**src/rtl/byte_alu_pkg.sv**
```systemverilog
package byte_alu_pkg;

  typedef enum logic [3:0] {
    OP_ADD  = 4'd0,
    OP_SUB  = 4'd1,
    OP_AND  = 4'd2,
    OP_OR   = 4'd3,
    OP_XOR  = 4'd4,
    OP_SHL  = 4'd5,
    OP_SHR  = 4'd6,
    OP_ROL  = 4'd7,
    OP_ROR  = 4'd8,
    OP_INC  = 4'd9,
    OP_DEC  = 4'd10,
    OP_CMP  = 4'd11,
    OP_BIT  = 4'd12,
    OP_BCLR = 4'd13,
    OP_BSET = 4'd14,
    OP_LOAD = 4'd15
  } alu_op_e;

  // bit positions inside the force strobes
  localparam int CTL_C = 0;
  localparam int CTL_D = 1;
  localparam int CTL_I = 2;
  localparam int CTL_V = 3;
  localparam int CTL_W = 4;

  // bit positions inside the ALU update mask
  localparam int UPD_C = 0;
  localparam int UPD_Z = 1;
  localparam int UPD_V = 2;
  localparam int UPD_N = 3;

  typedef struct packed {
    logic n;
    logic v;
    logic d;
    logic i;
    logic z;
    logic c;
  } flags_t;

endpackage

```
**src/rtl/alu_dec_adder.sv**
```systemverilog
module alu_dec_adder #(
  parameter int DIGITS = 2
) (
  input  logic [4*DIGITS-1:0] a_i,
  input  logic [4*DIGITS-1:0] b_i,
  input  logic                sub_i,
  input  logic                dec_i,
  input  logic                carry_i,
  output logic [4*DIGITS-1:0] sum_o,
  output logic                carry_o,
  output logic                ovf_o
);
  localparam int W = 4 * DIGITS;

  // binary path: subtract is add of the inverted operand
  logic [W-1:0] b_eff;
  logic [W:0]   bin_sum;

  assign b_eff   = sub_i ? ~b_i : b_i;
  assign bin_sum = {1'b0, a_i} + {1'b0, b_eff} + {{W{1'b0}}, carry_i};
  assign ovf_o   = (a_i[W-1] == b_eff[W-1]) && (bin_sum[W-1] != a_i[W-1]);

  // decimal path: ripple of digit carries (add) or digit borrows (subtract)
  logic [DIGITS:0] chain;
  logic [W-1:0]    dec_sum;

  assign chain[0] = sub_i ? ~carry_i : carry_i;

  for (genvar g = 0; g < DIGITS; g++) begin : g_digit
    logic [3:0] ad, bd;
    logic [4:0] s_add, s_sub;
    logic       fix_add, fix_sub;

    assign ad      = a_i[4*g +: 4];
    assign bd      = b_i[4*g +: 4];
    assign s_add   = {1'b0, ad} + {1'b0, bd} + {4'b0000, chain[g]};
    assign s_sub   = {1'b0, ad} - {1'b0, bd} - {4'b0000, chain[g]};
    assign fix_add = s_add > 5'd9;
    assign fix_sub = s_sub[4];

    assign dec_sum[4*g +: 4] = sub_i ? (fix_sub ? s_sub[3:0] - 4'd6 : s_sub[3:0])
                                     : (fix_add ? s_add[3:0] + 4'd6 : s_add[3:0]);
    assign chain[g+1] = sub_i ? fix_sub : fix_add;
  end

  assign sum_o   = dec_i ? dec_sum : bin_sum[W-1:0];
  assign carry_o = dec_i ? (sub_i ? ~chain[DIGITS] : chain[DIGITS]) : bin_sum[W];

endmodule

```
**src/rtl/alu_bit_unit.sv**
```systemverilog
module alu_bit_unit
  import byte_alu_pkg::*;
#(
  parameter int W = 8,
  localparam int SELW = $clog2(W)
) (
  input  alu_op_e         op_i,
  input  logic [W-1:0]    a_i,
  input  logic [W-1:0]    m_i,
  input  logic            carry_i,
  input  logic [SELW-1:0] sel_i,
  output logic [W-1:0]    res_o,
  output logic            carry_o
);
  logic [W-1:0] mask;

  assign mask = {{(W-1){1'b0}}, 1'b1} << sel_i;

  always_comb begin
    res_o   = a_i;
    carry_o = carry_i;
    case (op_i)
      OP_AND:  res_o = a_i & m_i;
      OP_OR:   res_o = a_i | m_i;
      OP_XOR:  res_o = a_i ^ m_i;
      OP_INC:  res_o = a_i + {{(W-1){1'b0}}, 1'b1};
      OP_DEC:  res_o = a_i - {{(W-1){1'b0}}, 1'b1};
      OP_LOAD: res_o = m_i;
      OP_BCLR: res_o = m_i & ~mask;
      OP_BSET: res_o = m_i | mask;
      OP_SHL: begin
        res_o   = {a_i[W-2:0], 1'b0};
        carry_o = a_i[W-1];
      end
      OP_SHR: begin
        res_o   = {1'b0, a_i[W-1:1]};
        carry_o = a_i[0];
      end
      OP_ROL: begin
        res_o   = {a_i[W-2:0], carry_i};
        carry_o = a_i[W-1];
      end
      OP_ROR: begin
        res_o   = {carry_i, a_i[W-1:1]};
        carry_o = a_i[0];
      end
      default: begin
        res_o   = a_i;
        carry_o = carry_i;
      end
    endcase
  end

endmodule

```
**src/rtl/alu_flag_store.sv**
```systemverilog
module alu_flag_store
  import byte_alu_pkg::*;
(
  input  logic             clk,
  input  logic             rst,
  input  logic             exec_i,
  input  logic [3:0]       upd_i,
  input  logic             new_n_i,
  input  logic             new_v_i,
  input  logic             new_z_i,
  input  logic             new_c_i,
  input  logic [CTL_W-1:0] set_i,
  input  logic [CTL_W-1:0] clr_i,
  output flags_t           flags_o
);
  flags_t q;

  function automatic logic pick(input logic s, input logic cl, input logic ld,
                                input logic nv, input logic old);
    if (s)       return 1'b1;
    else if (cl) return 1'b0;
    else if (ld) return nv;
    else         return old;
  endfunction

  always_ff @(posedge clk) begin
    if (rst) begin
      q <= '{n: 1'b0, v: 1'b0, d: 1'b0, i: 1'b1, z: 1'b0, c: 1'b0};
    end else begin
      q.n <= (exec_i && upd_i[UPD_N]) ? new_n_i : q.n;
      q.z <= (exec_i && upd_i[UPD_Z]) ? new_z_i : q.z;
      q.c <= pick(set_i[CTL_C], clr_i[CTL_C], exec_i && upd_i[UPD_C], new_c_i, q.c);
      q.v <= pick(set_i[CTL_V], clr_i[CTL_V], exec_i && upd_i[UPD_V], new_v_i, q.v);
      q.d <= pick(set_i[CTL_D], clr_i[CTL_D], 1'b0, 1'b0, q.d);
      q.i <= pick(set_i[CTL_I], clr_i[CTL_I], 1'b0, 1'b0, q.i);
    end
  end

  assign flags_o = q;

  // a set strobe wins over clear and over an ALU carry update
  assert_set_wins_R10: assert property (@(posedge clk) disable iff (rst)
    set_i[CTL_C] |=> flags_o.c)
    else $error("carry set strobe lost");

  // a lone clear strobe forces the decimal flag low
  assert_clear_decimal_R10: assert property (@(posedge clk) disable iff (rst)
    (clr_i[CTL_D] && !set_i[CTL_D]) |=> !flags_o.d)
    else $error("decimal clear strobe lost");

endmodule

```
**src/rtl/byte_alu_core.sv**
```systemverilog
module byte_alu_core
  import byte_alu_pkg::*;
#(
  parameter int DIGITS = 2,
  localparam int W    = 4 * DIGITS,
  localparam int SELW = $clog2(W)
) (
  input  logic            clk,
  input  logic            rst,
  input  logic            exec_i,
  input  logic [3:0]      op_i,
  input  logic [SELW-1:0] bit_sel_i,
  input  logic [W-1:0]    reg_i,
  input  logic [W-1:0]    mem_i,
  input  logic [3:0]      flag_set_i,
  input  logic [3:0]      flag_clr_i,
  output logic [W-1:0]    result_o,
  output logic [7:0]      status_o
);
  alu_op_e op;
  flags_t  flags;

  assign op = alu_op_e'(op_i);

  // arithmetic unit
  logic [W-1:0] ar_res;
  logic         ar_c, ar_v;

  alu_dec_adder #(.DIGITS(DIGITS)) u_arith (
    .a_i     (reg_i),
    .b_i     (mem_i),
    .sub_i   (op == OP_SUB),
    .dec_i   (flags.d),
    .carry_i (flags.c),
    .sum_o   (ar_res),
    .carry_o (ar_c),
    .ovf_o   (ar_v)
  );

  // logic, shift, step and single-bit unit
  logic [W-1:0] bu_res;
  logic         bu_c;

  alu_bit_unit #(.W(W)) u_bits (
    .op_i    (op),
    .a_i     (reg_i),
    .m_i     (mem_i),
    .carry_i (flags.c),
    .sel_i   (bit_sel_i),
    .res_o   (bu_res),
    .carry_o (bu_c)
  );

  // result select and per-operation flag rules
  logic [W-1:0] res_n;
  logic         n_n, v_n, z_n, c_n;
  logic [3:0]   upd;

  always_comb begin
    res_n = reg_i;
    n_n   = 1'b0;
    z_n   = 1'b0;
    c_n   = flags.c;
    v_n   = flags.v;
    upd   = 4'b0000;
    case (op)
      OP_ADD, OP_SUB: begin
        res_n = ar_res;
        c_n   = ar_c;
        v_n   = ar_v;
        upd   = 4'b1111;
      end
      OP_AND, OP_OR, OP_XOR, OP_INC, OP_DEC, OP_LOAD: begin
        res_n = bu_res;
        upd[UPD_N] = 1'b1;
        upd[UPD_Z] = 1'b1;
      end
      OP_SHL, OP_SHR, OP_ROL, OP_ROR: begin
        res_n = bu_res;
        c_n   = bu_c;
        upd[UPD_N] = 1'b1;
        upd[UPD_Z] = 1'b1;
        upd[UPD_C] = 1'b1;
      end
      OP_CMP: begin
        res_n = reg_i;
        n_n   = reg_i < mem_i;
        z_n   = reg_i == mem_i;
        c_n   = reg_i >= mem_i;
        upd[UPD_N] = 1'b1;
        upd[UPD_Z] = 1'b1;
        upd[UPD_C] = 1'b1;
      end
      OP_BIT: begin
        res_n = reg_i;
        n_n   = mem_i[W-1];
        v_n   = mem_i[W-2];
        z_n   = (reg_i & mem_i) == '0;
        upd[UPD_N] = 1'b1;
        upd[UPD_Z] = 1'b1;
        upd[UPD_V] = 1'b1;
      end
      OP_BCLR, OP_BSET: begin
        res_n = bu_res;
      end
      default: res_n = reg_i;
    endcase
    if (op != OP_CMP && op != OP_BIT) begin
      n_n = res_n[W-1];
      z_n = res_n == '0;
    end
  end

  alu_flag_store u_flags (
    .clk     (clk),
    .rst     (rst),
    .exec_i  (exec_i),
    .upd_i   (upd),
    .new_n_i (n_n),
    .new_v_i (v_n),
    .new_z_i (z_n),
    .new_c_i (c_n),
    .set_i   (flag_set_i),
    .clr_i   (flag_clr_i),
    .flags_o (flags)
  );

  logic [W-1:0] result_q;

  always_ff @(posedge clk) begin
    if (rst)         result_q <= '0;
    else if (exec_i) result_q <= res_n;
  end

  assign result_o = result_q;
  assign status_o = {flags.n, flags.v, 1'b1, 1'b0, flags.d, flags.i, flags.z, flags.c};

  function automatic logic digits_ok(input logic [W-1:0] x);
    for (int k = 0; k < DIGITS; k++)
      if (x[4*k +: 4] > 4'd9) return 1'b0;
    return 1'b1;
  endfunction

  logic no_ctl;
  assign no_ctl = (flag_set_i == '0) && (flag_clr_i == '0);

  // decimal add of valid digits gives valid digits
  assert_bcd_digits_R3: assert property (@(posedge clk) disable iff (rst)
    (exec_i && op == OP_ADD && flags.d && digits_ok(reg_i) && digits_ok(mem_i))
      |=> digits_ok(result_o))
    else $error("decimal add produced a non-decimal digit");

  // logic and step operations keep carry and overflow
  assert_logic_keeps_cv_R4: assert property (@(posedge clk) disable iff (rst)
    (exec_i && no_ctl && (op == OP_AND || op == OP_OR || op == OP_XOR ||
                          op == OP_INC || op == OP_DEC || op == OP_LOAD))
      |=> $stable({flags.c, flags.v}))
    else $error("logic operation changed C or V");

  // compare outcome is one of the three legal flag patterns
  assert_cmp_pattern_R7: assert property (@(posedge clk) disable iff (rst)
    (exec_i && no_ctl && op == OP_CMP)
      |=> ((!flags.z || flags.c) && !(flags.n && flags.c) && (flags.n || flags.c)))
    else $error("compare produced an illegal flag pattern");

  // bit clear and bit set leave all flags alone
  assert_bitops_keep_flags_R9: assert property (@(posedge clk) disable iff (rst)
    (exec_i && no_ctl && (op == OP_BCLR || op == OP_BSET)) |=> $stable(flags))
    else $error("single-bit operation changed a flag");

endmodule

```
**config.mk**
```make
export PLATFORM = sky130hd
export DESIGN_NAME = byte_alu_core
export DESIGN_NICKNAME = d
export VERILOG_FILES = /design/src/rtl/byte_alu_pkg.sv /design/src/rtl/alu_dec_adder.sv /design/src/rtl/alu_bit_unit.sv /design/src/rtl/alu_flag_store.sv /design/src/rtl/byte_alu_core.sv
export SDC_FILE = /design/constraint.sdc
export NUM_CORES = 1
export LEC_CHECK = 0
export ABC_CLOCK_PERIOD_IN_PS = 7500
export BUFFER_PORTS_ARGS = -buffer_cell sky130_fd_sc_hd__buf_2
export CAP_MARGIN = 20
export CORE_ASPECT_RATIO = 0.9
export CORE_MARGIN = 5
export CORE_UTILIZATION = 50
export CTS_CLUSTER_SIZE = 12
export DETAILED_ROUTE_END_ITERATION = 7
export PLACE_DENSITY_LB_ADDON = 0.08
export RECOVER_POWER = 25
export SYNTH_ARGS = -nofsm -noshare
export SYNTH_HDL_FRONTEND = slang
export SYNTH_SLANG_ARGS = --single-unit
```
**constraint.sdc**
```tcl
create_clock -name clk -period 7.5 [get_ports clk]
set_input_delay 0.75 -clock clk [delete_from_list [all_inputs] [get_ports clk]]
set_output_delay 0.75 -clock clk [all_outputs]
set_load 0.005 [all_outputs]
```
### After elaboration in Yosys (flattened, before gate mapping)

Cells that the tools add are included.
Widths: inputs -> output; s select.

| storage, ports and cells | value |
|---|---|
| input port bits | 34 |
| output and inout port bits | 16 |
| flip-flop bits (word level) | 14 |

| cells by class | value |
|---|---|
| multiplexer cells | 33 |
| magnitude comparators | 4 |
| bitwise operators | 9 |
| reduce and logical (&&, ||, !) cells | 25 |
| add/sub/neg operators | 16 |
| equal/unequal tests | 21 |
| shifts and indexed selects | 1 |

Operators with widths:

| operator | count |
|---|---|
| $pmux 8 s12 | 1 |
| $eq 4x4->1 const B | 8 |
| $mux 4 | 6 |
| $pmux 8 s3 | 1 |
| $mux 1 | 18 |
| $and 8x8->8 | 2 |
| $eq 4x3->1 const B | 4 |
| $logic_not 8->1 | 2 |
| $mux 8 | 2 |
| $not 8->8 | 2 |
| $or 8x8->8 | 2 |
| $reduce_or 14->1 | 1 |
| $reduce_or 12->1 | 1 |
| $add 4x4->5 | 2 |
| $add 5x1->5 | 2 |
| $gt 5x4->1 const B | 2 |
| $reduce_or 2->1 | 5 |
| $sub 4x4->5 | 2 |
| $sub 5x1->5 | 2 |
| $add 8x8->9 | 1 |
| $add 9x1->9 | 1 |
| $add 4x3->4 const B | 2 |
| $add 8x1->8 const B | 1 |
| $eq 4x2->1 const B | 2 |
| 26 further kinds | 37 |

### Longest topological paths before layout

Gate-level depths: netlist (run 1).

| logic depth | value |
|---|---|
| depth in word-level cells | 15 |
| depth in mapped cells | 27 |
| gate-level depth less buffers | 24 |

### By module

A second synthesis (run 1) with hierarchy kept.

| second synthesis, totals | value |
|---|---|
| cell total of the unflattened synthesis | 566 |
| area, all modules | 4,317.9 sq um |

Modules (own cells, without submodules):

| module | times used | area an instance (sq um) | cells an instance | sequential area each (sq um) |
|---|---|---|---|---|
| alu_dec_adder | 1 | 1,602.8 | 196 | 0.0 |
| alu_bit_unit | 1 | 1,361.3 | 194 | 0.0 |
| byte_alu_core | 1 | 1,113.6 | 146 | 160.2 |
| alu_flag_store | 1 | 240.2 | 30 | 120.1 |

### Worst setup path after synthesis (run 1)

No wires, ideal clock.

| timing path | value |
|---|---|
| kind | input to register |
| from | input op_i[1] |
| to | register u_flags.q, in the netlist u_flags.flags_o[1] |
| setup slack | 0.802 ns |
| cell stages on the path | 25 |
| buffers on the path | 3 |
| library setup time | 0.096 ns |
| data arrival time | 6.603 ns |
| cell sequence | buf_6 > nor4b_4 > buf_2 > buf_1 > xnor2_1 > inv_1 > fa_1 > fa_1 > xor2_1 > ha_1 > nand2_1 > a31oi_1 > nand2_1 > nand2_1 > inv_1 > fa_1 > fa_1 > xor2_1 > ha_1 > mux2_2 > o21ai_1 > mux2i_1 > o211ai_1 > or4_1 > o41ai_2 |

| on the way | value |
|---|---|
| word-level cells in the longest chain between the ends | 13 |

Ends and longest elaborated chain:

| item | RTL line | text |
|---|---|---|
| from (decl) | byte_alu_core.sv:11 | `input logic [3:0] op_i,` |
| $eq 4x1->1 | byte_alu_core.sv:32, byte_alu_core.sv:66 |  |
| $mux 1 | alu_dec_adder.sv:27 | `assign chain[0] = sub_i ? ~carry_i : carry_i;` |
| $add 5x1->5 | alu_dec_adder.sv:36 | `assign s_add = {1'b0, ad} + {1'b0, bd} + {4'b0000, chain[g]};` |
| $gt 5x4->1 | alu_dec_adder.sv:38 | `assign fix_add = s_add > 5'd9;` |
| $mux 1 | alu_dec_adder.sv:43 | `assign chain[g+1] = sub_i ? fix_sub : fix_add;` |
| $add 5x1->5 / $sub 5x1->5 (equally long branches) | alu_dec_adder.sv:36, alu_dec_adder.sv:37 |  |
| $add 4x3->4 (tied with other cells) | alu_dec_adder.sv:42 | `: (fix_add ? s_add[3:0] + 4'd6 : s_add[3:0]);` |
| $mux 4, on equally long branches | alu_dec_adder.sv:42, alu_dec_adder.sv:41 |  |
| $mux 4 | alu_dec_adder.sv:41 | `assign dec_sum[4*g +: 4] = sub_i ? (fix_sub ? s_sub[3:0] - 4'd6 : s_sub[3:0])` |
| $mux 8 | alu_dec_adder.sv:46 | `assign sum_o = dec_i ? dec_sum : bin_sum[W-1:0];` |
| $pmux 8 s3 | byte_alu_core.sv:66 | `case (op)` |
| $logic_not 8->1 | byte_alu_core.sv:110 | `z_n = res_n == '0;` |
| $mux 1 | byte_alu_core.sv:108 | `if (op != OP_CMP && op != OP_BIT) begin` |
| to (signal assigned) | alu_flag_store.sv:28 | `q <= '{n: 1'b0, v: 1'b0, d: 1'b0, i: 1'b1, z: 1'b0, c: 1'b0};` |
| to (decl) | alu_flag_store.sv:16 | `flags_t q;` |

Several ways; a longest one is shown, not always the timed one.
A chain may end at the register's enable or synchronous reset.

### Worst setup path in the final report (run 1)

| timing path | value |
|---|---|
| from | input op_i[2] |
| to | register u_flags.q, in the netlist u_flags.flags_o[1] |

The elaborated chain is that of the path after synthesis.

==> results of run 1 <==
## cells in the mapped netlist (all sizes together), types with 13 or more instances
master	number	share of area (%)
a211oi	13	2.8
a21oi	32	4.4
buf	25	4.2
dfxtp	14	7.2
ha	46	15
inv	36	3.5
mux2i	14	3.6
nand2	39	3.8
nor2	46	4.5
nor3	15	1.9
o21ai	24	3.1
xnor2	22	5.2
## per-stage QoR
stage               total power (uW)  hold WS [ns]  util, %
floorplan                        340         0.457        -
global placement                 426         0.453     54.2
detailed placement               430         0.471     54.2
CTS                              511         0.479     54.9
global route                     553         0.499     54.9
finish                           513         0.473     54.9
## final timing paths
check | endpoint | startpoint | slack, ns
max reg2reg | u_flags.flags_o[1] | u_flags.flags_o[0] | 1.67
max | u_flags.flags_o[1] | op_i[2] | 0.99
min reg2reg | u_flags.flags_o[2] | u_flags.flags_o[2] | 0.47
min | u_flags.flags_o[2] | u_flags.flags_o[2] | 0.47
## layer usage
layer / track usage [%] / wire, um
met4: 7.98 / 398
met1: 40.0 / 6090
met5: 0 / 0
met3: 3.65 / 1060
met2: 42.1 / 5580
## logic make-up (layout without fill, tap and decap cells)
group                    after synthesis  count (layout)  synth area share [%]
other                                  2               2                 0.194
AO/OA/AOI/OAI                        152             152                  28.1
XOR/XNOR                              34              34                  7.88
multiplexers                          18              18                  4.78
buffers and inverters                 67              93                  8.27
flip-flops                            14              14                  7.23
adder cells (fa/ha/maj)               57              57                  20.5
AND/OR/NAND/NOR                      174             174                  23.1
## layout make-up
cell class	count	area share, %
multi-input cells	437	79.1
well taps	96	2.90
repair buffers	53	6.68
flip-flops and latches	14	6.77
clock buffers	4	1.33
inverters	36	3.26
## state kept, by name (all words and copies together) (netlist names)
name,flops
u_flags.flags_o,6
result_o,8
## power by group
part / internal [uW] / switching (uW) / leakage (uW)
Sequential: 80.7 / 5.56 / 0.000116
Combinational: 145 / 204 / 0.00166
Clock: 46.6 / 31.3 / 0.0000288
Total: 272 / 241 / 0.00180
## worst reg2reg max path, stage by stage, from the launching register on
cell and delay [ns]:
dfxtp_1 0.51, xnor2_1 0.22, inv_1 0.09, fa_1 0.41, fa_1 0.41, xor2_1 0.33, ha_1 0.25, nand2_1 0.06
a31oi_1 0.28, nand2_1 0.10, nand2_1 0.13, inv_1 0.06, fa_1 0.40, fa_1 0.41, xor2_1 0.21, ha_1 0.26
mux2_2 0.27, o21ai_1 0.28, mux2i_1 0.22, o211ai_1 0.13, or4_1 0.50, o41ai_2 0.20
==> results.md, run 1 <==
- The slowest cell on the critical path is or4_1.
- The ratio of final minimum period to clock period is a little under 90%.
- The routed wire length is ~13000 um.
- The delay of the slowest cell on the worst path is 0.50 ns.
- Power spread over the standard cell area amounts to 124 mW/mm^2.
- The count of inserted antenna diode cells is 0.
- After routing, the total negative slack on setup checks comes to 0 ns.
- The number of gates given a new drive strength after cts is 0.
- The number of vias per cell is ~6.3.
- The post-route worst setup slack is roughly 1 ns.
- In the final routed layout, each cell accounts on average for approximately 20 um.
- Counting distinct cell types in the post-synthesis netlist gives 72.
- The clock sink total is 14.
- The sort of element at the start of the critical path is an input pin.
- The instance count of the mapped netlist is approximately 520.
- The count of cells in the finished layout, fillers not included, comes to 640.
- The Yosys step of the flow raised 0 warnings.
- Leaving out fill and tap cells, the most frequent cell in the layout is ha_1.
- Summing all multi-input logic gate instances after layout gives around 0.0033 sq mm.
- The kind of cell with the highest combined delay along the critical path is adder cells.
- The global-route usage over all layers is 27.5%.
- Together, buffers and inverters on the worst path number 3.
- The most used cell along the critical path is fa_1.
- The critical path goes through buf_2 -> nor4b_4 -> xnor2_1 -> inv_1 -> fa_1 -> fa_1 -> xor2_1 -> ha_1 -> nand2_1 -> a31oi_1 -> nand2_1 -> nand2_1 -> inv_1 -> fa_1 -> fa_1 -> xor2_1 -> ha_1 -> mux2_2 -> o21ai_1 -> mux2i_1 -> o211ai_1 -> or4_1 -> o41ai_2.
- The post-layout net count is about 640.
- In this run, synthesis inferred 0 flip-flops with an integrated enable.
- The maximum frequency from static timing analysis is between 0.15 and 0.2 GHz.
- The area of placed instances is ~0.004 sq mm.
- The post-CTS clock slew at the launch and capture registers of the worst setup and hold paths is approximately 0.070 ns.
- The depth of the CTS H-tree is 1.
- The number of hold violations in the final report came to 0.
- Across the VDD grid, the largest voltage drop is approximately 0.000064 V.
- The synthesized design contains 14 register bits.
- The first global-routing pass estimated about 21000 um of wire.
- Summed over all layers, the global routing overflow is 0.
- The number of antenna violations at the first check in global routing is 0.
- The path type of the worst min-delay path is reg2reg.
- In the layout the commonest cells are ha_1, nor2_1, buf_2.
- The fraction of synthesis flops using an asynchronous set or reset pin is 0%.
- The routed layout has about 4100 vias.
- The area taken by flip-flops and latches is 280 sq um.
- The tree is rooted in a clkbuf_8.
- For this run, design rule violations remaining after detail routing come to 0.
- The proportion of layout cells with a drive suffix above 1 is 13.2%.
- The cell count along the critical path is 23.
- The half-perimeter wire length after placement is just over 10000 um.
- Fill cells in the final layout number roughly 750.
- The flow ran to the end, and the final reports show no timing, DRC or antenna violations.
- The measured slew at the worst slew-check pin is between 0.6 and 0.7 ns.
- The routability congestion estimate is approximately 0.96.
- STA puts the critical path data required time at ~7.7 ns.
- The number of DRC markers after the initial detailed-route iteration is 329.
- The maximum fanout along the worst path is 22.
- The number of maximum-capacitance violations is 0.
- The worst setup path is captured at a flop.
- The worst path arrival time is between 6 and 7 ns.
- The depth of the worst register-to-register path is 21.
- The post-placement worst setup slack is slightly below 0.8 ns.
- The mapped netlist covers 0.00387 sq mm.
- The critical path in this run is classified as in2reg.
- The core region is around 0.0075 sq mm.
- For this run, the detailed router's first-pass iteration total came to 5.
- The number of nets with antenna violations after detailed routing is 0.
- The number of nets in the synthesized netlist is just over 600.
- In this run the tightest slew margin relative to its limit is about 55%.
- Between clock sinks in the finished design, the worst skew comes to 0.00452 ns.
- The die is just over 100 um wide.
- The latest clock arrival within the worst-skew pair is approximately 0.25 ns.
- TritonCTS built the clock tree.
- The count of pins on the block boundary is 50.
- Once the clock tree was built, the setup fixing pass inserted 0 buffers.
- The number of global-route vias before repair is a little under 4000.
- The worst path needs 6.51 ns of the cycle, external delays included.
- In this run the deepest clock path goes through 2 buffers.
- In this run, CTS created clock tree buffers numbering 3.
- After detailed placement, the design holds a cell count of about 640.
- The initial utilization of the core area, before any placement, comes to a little over 50%.
- In this run the tool buffered the top-level ports with 47 buffer cells.
- The worst hold path was traced through 2 stages.
- Compared with the post-synthesis result, the final layout area differs by 6.88%.
- The final-report setup violation count is 0.
- The number of cell rows is 30.
- The pin count of the biggest net entering global routing is 35.
- For this run, the leading register cell type out of synthesis is dfxtp_1.
- Averaged over all synthesized cells, the footprint is about 7.5 sq um.
- For this design, the CTS-stage hold fixing added 0 buffers.
- The die height is slightly above 90 um.
- The number of pins with negative max-slew slack in the final report is 0.
- The sequential-to-total area share from yosys stat is roughly 7.2%.
- In this run the static leakage power is around 0.0018 uW.
- The final design instance area without fill is between 0.004 and 0.005 sq mm.
- The die covers 0.00961 sq mm.
- Setup repair after global routing left no endpoint under its margin.
Note: power is estimated with default switching activity, not from simulation.
==> run 2, diff against run 1 <==
SYNTH_HIERARCHICAL = 1   (was not set)
==> run 2 against run 1 <==
  * Cell area is 11% higher
  * Highest routed layer unchanged
  * Critical path depth is 11 higher
  * Clock skew is 0.00052 ns lower
==> results.md, run 2 <==
- The flow ran to the end, and the final reports show no timing, DRC or antenna violations.
- Once layout is complete, the cells apart from fillers number roughly 700.
- The share of the core filled with cells in the final layout is approximately 54%.
- In the post-synthesis netlist, the cell with the most instances is inv_1.
- The post-placement worst setup slack is 0.648 ns.
- The register with the most flip-flops in the layout has 8 of them.
- After legalization and detailed placement, the total HPWL measured ~9400 um.
- The setup slack of the most critical reg-to-reg path is ~1.5 ns.
- The areal power density over the cells is ~110 mW/mm^2.
- The cell-internal power is ~280 uW.
- The delay of the slowest cell on the worst path is roughly 0.43 ns.
- The number of remaining DRC errors is 0.
- Setup repair after global routing left no endpoint under its margin.
- The first-pass detailed-route iteration total is 6.
- Of the total power, the clock network draws between 10% and 20%.
- In this design, the critical path's most frequently occurring cell is inv_1.
- The most used flip-flop cell after synthesis is dfxtp_1.
- The post-layout net count is slightly below 700.
- The detail route stage leaves a number of antenna-violating nets equal to 0.
- Entering global routing, the biggest net connects 53 pins.
- The final-report setup violation count is 0.
- The post-CTS clock slew at the launch and capture registers of the worst setup and hold paths is roughly 0.060 ns.
- The clock arrives with between 0.004 and 0.005 ns of skew.
- Summed over all cells, the static leakage comes to 0.00203 uW.
- The total placed cells including tap cells is 701.
- Sorting the synthesized cells by how often they occur yields inv_1, ha_1, nand2_1.
- Clock tree synthesis found a total of 14 sinks.
- The number of antenna violations at the first check in global routing came to 0.
- The number of cell rows is 32.
- The floorplan step defined a core boundary enclosing roughly 0.0085 sq mm.
- The number of hold violations in the final report was 0.
- The final sum of negative setup slack is 0 ns.
- Summing the sequential cell areas from Yosys gives ~6.5% of the chip area.
- During placement, the flow inserted port buffers numbering 47.
- The final design instance area without fill is between 0.004 and 0.005 sq mm.
- The tree is rooted in a clkbuf_8.
- The remaining max-slew budget at the tightest pin is between 50% and 60%.
- Leaving out fill and tap cells, the most frequent cell in the layout is inv_1.
- The number of vias per cell is between 6 and 7.
- For this block, the routed nets add up to 12700 um of wire.
- The post-route minimum period is roughly 6.6 ns.
- Routability-driven placement finished with a final weighted congestion of 0.906.
- The sort of element at the start of the critical path is an input pin.
- The floorplan step set the die height to between 90 and 100 um.
- Dividing the detail-routed wire length by the instance count gives 18.1 um.
- Synthesis produced a netlist with a net count of between 600 and 700.
- The number of pins with negative max-slew slack in the final report is 0.
- The fraction of synthesis flops using an asynchronous set or reset pin is 0%.
- The area of the mapped netlist is 0.00432 sq mm.
- The endpoint class of the critical path is a flop.
- The library cells used most frequently in the layout, excluding fill and tap cells, are inv_1, ha_1, buf_2.
- For the pin with the worst max-slew slack, the measured transition is around 0.7 ns.
- At the later pin of the worst-skew pair, clock insertion delay measures around 0.24 ns.
- The fill cell instance count of the final layout is 880.
- The die area is ~0.011 sq mm.
- Cells with a size suffix above 1 make up between 10% and 20% of the layout.
- Dividing the final minimum period by the clock period gives between 80 and 90%.
- The detailed router placed 4265 vias in this run.
- The maximum frequency from static timing analysis is approximately 0.15 GHz.
- The synthesized design devotes to its leading area cell type between 10 and 15% of total area.
- The slowest cell on the critical path is fa_1.
- The maximum fanout along the worst path is 5.
- The uppermost layer routed is met4.
- The number of maximum-capacitance violations is 0.
- The net switching power figure is between 200 and 250 uW.
- The number of global-route vias before repair is approximately 4000.
- The switching fraction of total power is about 47%.
- Counting flops with a built-in enable in the synthesized netlist gives 0.
- Yosys mapped the design onto between 80 and 90 distinct sky130hd cell types.
- The total length of routed met2 wires is roughly 5800 um.
- Post-CTS repair changed the size of 0 cells.
- VDD sags by at most 0.0000934 V.
- The share of total power dissipated in combinational logic is a little under three quarters.
- The length of routed wiring on met1 is between 5000 and 6000 um.
- The critical path buffer and inverter count is 7.
- The count of inserted antenna diode cells is 0.
- TritonCTS created 3 clock buffers.
- The first routing iteration left roughly 360 violations.
- The synthesized design contains 14 register bits.
- Of all cell types, the one taking the most synthesized area is ha_1.
- In the synthesized netlist, the number of instances is roughly 570.
- STA puts the critical path data required time at 7.67 ns.
- The post-route worst setup slack is roughly 0.86 ns.
- The clock tree from TritonCTS is done.
- The kind of critical path is in2reg.
- Data on the critical path arrives at its endpoint at around 7 ns.
- Yosys printed 6 warnings.
- Measured along the x axis, the die boundary spans ~110 um.
- Once placement finished, the instance area stood at about 0.0045 sq mm.
- The first global-routing pass estimated 20800 um of wire.
- By area the synthesized netlist is led by ha_1, dfxtp_1, xor2_1, fa_1, inv_1.
- The met3 wire length is 989 um.
- Buffers inserted to repair hold after CTS numbered 0.
- The remaining global-route overflow is 0.
- The global-route usage over all layers is around a quarter.
- The buffer levels on the longest clock path is 2.
- From synthesis to final layout, the design area changed by 6.23%.
- The path type of the worst min-delay path is reg2reg.
- The synthesized area per cell is 7.63 sq um.
- Broken down by cell family, the worst path's largest delay share belongs to adder cells.
- The count of pins on the block boundary is 50.
- Once the floorplan was initialized, standard cells occupied 50.9% of the core.
- The portion of total power attributed to sequential cells is between 10% and 20%.
- The depth of the CTS H-tree is 1.
- The number of buffers added for setup after CTS is 0.
-- run 2: per-layer routing --
metal | vias up | global-route usage, %
li1 | 2100 | -
met1 | 1957 | 34.3
met2 | 184 | 37.6
met3 | 24 | 2.71
met4 | 0 | 5.73
met5 | - | 0
-- run 2: power by group through the flow --
stage          Clock (uW)  Combinational (uW)  Sequential (uW)
2_1_floorplan           0                 282             86.0
3_3_place_gp            0                 367             87.8
3_5_place_dp            0                 373             88.0
4_1_cts              62.3                 376             86.5
5_1_grt              64.6                 417             87.2
6_report             60.3                 377             86.5
-- run 2: kinds of logic (layout without fill, tap and decap cells) --
family          count (synthesis)  in the layout  share of synthesized area (%)
other cells                     2              2                          0.174
flops                          14             14                           6.49
simple gates                  178            178                           24.5
buf+inv                        89            108                           9.01
xor+xnor                       45             45                           9.65
fa+ha+maj                      58             58                           18.5
compound gates                169            169                           29.2
mux                            11             11                           2.58
-- run 2: final timing paths --
check | startpoint | endpoint | depth (start not counted)
worst min register to register | u_flags/flags_o[1] | u_flags/flags_o[1] | 2
worst min-delay path | u_flags/flags_o[1] | u_flags/flags_o[1] | 2
worst max register to register | u_flags/flags_o[0] | u_flags/flags_o[1] | 31
worst max-delay path | op_i[1] | u_flags/flags_o[1] | 34
-- run 2: per-stage QoR --
| step | hold slack [ns] | total power, uW |
|---|---|---|
| after global routing | 0.487 | 569 |
| after floorplan | 0.447 | 368 |
| after CTS | 0.469 | 525 |
| final | 0.464 | 524 |
| after detailed placement | 0.455 | 461 |
| after global placement | 0.455 | 455 |
-- run 2: area by class of cell --
| cell class | count | area [sq um] | area share, % |
|---|---|---|---|
| Multi-Input combinational cell | 463 | 3650 | 79.5 |
| Clock buffer | 3 | 41.3 | 0.900 |
| Tap cell | 119 | 149 | 3.25 |
| Timing Repair Buffer | 52 | 269 | 5.86 |
| Inverter | 53 | 199 | 4.34 |
| Sequential cell | 14 | 280 | 6.11 |
-- run 2: worst register-to-register path: cells and delay by family, from the launching register on --
kind	cells	cell delay [ns]
adders and majority gates	6	1.80
AOI/OAI and AO/OA	9	1.34
and+or+nand+nor	6	0.77
DFF	1	0.60
buffers and inverters	6	0.56
xor gates and xnor gates	2	0.49
muxes	2	0.39
==> run 3, diff against run 2 <==
--- a/config.mk
+++ b/config.mk
@@ -14,4 +14,5 @@
 export CTS_CLUSTER_SIZE = 12
 export DETAILED_ROUTE_END_ITERATION = 7
+export GPL_ROUTABILITY_DRIVEN = 0
 export PLACE_DENSITY_LB_ADDON = 0.08
 export RECOVER_POWER = 25
==> constraint.sdc (replaced) <==
create_clock -name clk -period 7.5 [get_ports clk]
set_input_delay 0.375 -clock clk [delete_from_list [all_inputs] [get_ports clk]]
set_output_delay 0.375 -clock clk [all_outputs]
set_load 0.01 [all_outputs]
==> run 3 against run 2 <==
  * Register-to-register slack improved by 0.11 ns
  * Worst hold slack got worse by 0.16 ns
  * Flip-flop and latch count did not move
  * Core utilization rose by 0.10 points
  * Clock skew fell by 0.0034 ns
  * Sequential power barely moved
  * Largest power group unchanged
  * First-iteration DRC count fell by 23%
  * Die area did not move
  * Total power rose by 3.6%
==> results.md, run 3 (synthesis gave the netlist of run 2 again) <==
- Detailed placement finished with a half-perimeter wire length of around 9500 um.
- Of the total power, the share spent switching nets is a little under half.
- The met3 layer usage reported by global route is just under 2%.
- Once placement completed, the tool counted placed cells totaling 701.
- For this design the ratio of total power to cell area is 118 mW/mm^2.
- Setup repair after global routing left no endpoint under its margin.
- The critical path buffer and inverter count is 7.
- The global-route usage over all layers is 24.0%.
- From synthesis to final layout, the design area changed by 6.43%.
- The portion of total power attributed to sequential cells is 15.9%.
- The buffer levels on the longest clock path is 2.
- The relative contribution of the clock network to total power is 13.2%.
- Static timing analysis puts the maximum clock frequency at 0.160 GHz.
- At the worst endpoint, the required time is 7.67 ns.
- The port buffer count is between 40 and 50.
- Entering global routing, the biggest net connects between 50 and 60 pins.
- Leaving out fill and tap cells, the most frequent cell in the layout is inv_1.
- The register with the most flip-flops in the layout has 8 of them.
- The first-pass detailed-route iteration total is 5.
- The first-pass GRT wire length is ~21000 um.
- The detailed router placed ~4400 vias in this run.
- After the first detailed-routing iteration, the DRC count stood at around 280.
- The number of nets with antenna violations after detailed routing is 0.
- The starting density of the core is ~51%.
- The depth of the CTS H-tree is 1.
- The remaining max-slew budget at the tightest pin is between 50% and 60%.
- The dominant delay contributor by cell family on the critical path is adder cells.
- Hold repair after CTS inserted 0 buffers.
- The maximum fanout along the worst path is 5.
- After filler insertion, the fill cell instance count of the layout stands at 841.
- The number of global-route vias before repair is 4248.
- The die area is 0.0106 sq mm.
- The count of pins on the block boundary is 50.
- Setup violations remaining at the end of the flow were counted as 0.
- 0 antenna diodes ended up in the layout.
- The global-route met2 utilization is 40.0%.
- The slowest cell on the critical path is nor3_2.
- At the pin with the least slew margin, the transition time is just over 0.7 ns.
- The routed wirelength normalized by instance count is around 18 um.
- The routed wire length is 13000 um.
- Counting stages on the worst path, the most repeated cell is inv_1.
- The delay of the slowest cell on the worst path is ~0.43 ns.
- Setup total negative slack on the finished layout was measured at 0 ns.
- The floorplan core area is 0.00849 sq mm.
- After the last flow step, the layout net total stands at around 680.
- The remaining global-route overflow is 0.
- The sort of element at the start of the critical path is an input pin.
- The number of standard cells in the layout, taps in and fillers out is 705.
- The routing layer with the top usage in global route is met2.
- Internal power comes to between 200 and 300 uW.
- Per report_power, the combinational group accounts for a little under three quarters of the total.
- The run finished with clean final reports.
- The latest clock arrival within the worst-skew pair is ~0.24 ns.
- The number of maximum-capacitance violations is 0.
- The net switching power figure is between 200 and 300 uW.
- The cell at the root of the clock tree is clkbuf_8.
- In this run the cell area measured after placement is around 0.0045 sq mm.
- The worst ir drop on vdd is roughly 0.000096 V.
- The number of antenna violations at the first check in global routing is 0.
- The clock tree from TritonCTS is done.
- The number of vias per cell is 6.25.
- The worst path arrival time is between 6 and 7 ns.
- The die height is between 90 and 100 um.
- The number of buffers added for setup after CTS is 0.
- The final design instance area without fill is ~0.0046 sq mm.
- The worst path in the final design needs a cycle of about 6.3 ns, including I/O delays and setup.
- In the final layout, the share of cells above drive strength 1 is between 10% and 20%.
- The number of gates given a new drive strength after cts is 0.
- The number of hold violations in the final report is 0.
- The clock sink total is 14.
- On the final layout, the worst clock skew is between 0.0006 and 0.0007 ns.
- The endpoint class of the critical path is a flop.
- The total leakage power is between 0.002 and 0.0025 uW.
- The ratio of final minimum period to clock period is about 83%.
- The kind of critical path is in2reg.
- The width of the die is about 110 um.
- The number of cell rows is 32.
- The number of pins with negative max-slew slack in the final report came to 0.
- The number of remaining DRC errors is 0.
- The clock buffer count from CTS is 3.
- The min-delay analysis places its worst path in the category in2reg.
- In the global route stage, met1 resource usage came out at between 30 and 40%.
- Clock-pin slew was measured on the worst setup and hold paths at approximately 0.060 ns.
- In the layout the commonest cells are inv_1, ha_1, nand2_1.
run 3: path summary, 6_finish.rpt:
check	slack [ns]	depth (start not counted)	start	end
min reg2reg	0.47	2	u_flags/flags_o[5]	u_flags/flags_o[5]
min	0.31	2	flag_clr_i[2]	u_flags/flags_o[2]
max	1.25	34	op_i[1]	u_flags/flags_o[1]
max reg2reg	1.58	31	u_flags/flags_o[0]	u_flags/flags_o[1]
run 3: cell type report:
class	count	area, sq um	share of cell area (%)
Clock buffer	4	55.1	1.20
Tap cell	119	149	3.24
Sequential cell	14	280	6.10
Multi-Input combinational cell	463	3650	79.4
Inverter	53	199	4.33
Timing Repair Buffer	52	264	5.74
run 3: through the flow:
step	total power, uW	hold slack, ns	worst slack, ns	util [%]
2_1_floorplan	371	0.444	1.50	-
5_1_grt	586	0.312	0.737	54.1
3_3_place_gp	458	0.451	1.29	53.6
4_1_cts	544	0.299	1.26	54.2
6_report	543	0.307	1.25	54.1
3_5_place_dp	467	0.461	1.01	53.6
run 3: power by group through the flow:
stage	clock, uW	combinational, uW	sequential [uW]
after global placement	0	371	87.8
final	71.5	385	86.5
after CTS	75.2	383	86.5
after detailed placement	0	380	87.8
after global routing	78.0	421	87.3
after floorplan	0	283	88.3
run 3: metal layers:
layer / wire (um) / vias to the layer above
met5: 0 / -
met4: 189 / 0
met2: 6090 / 173
met1: 5800 / 2108
met3: 906 / 17
li1: - / 2106
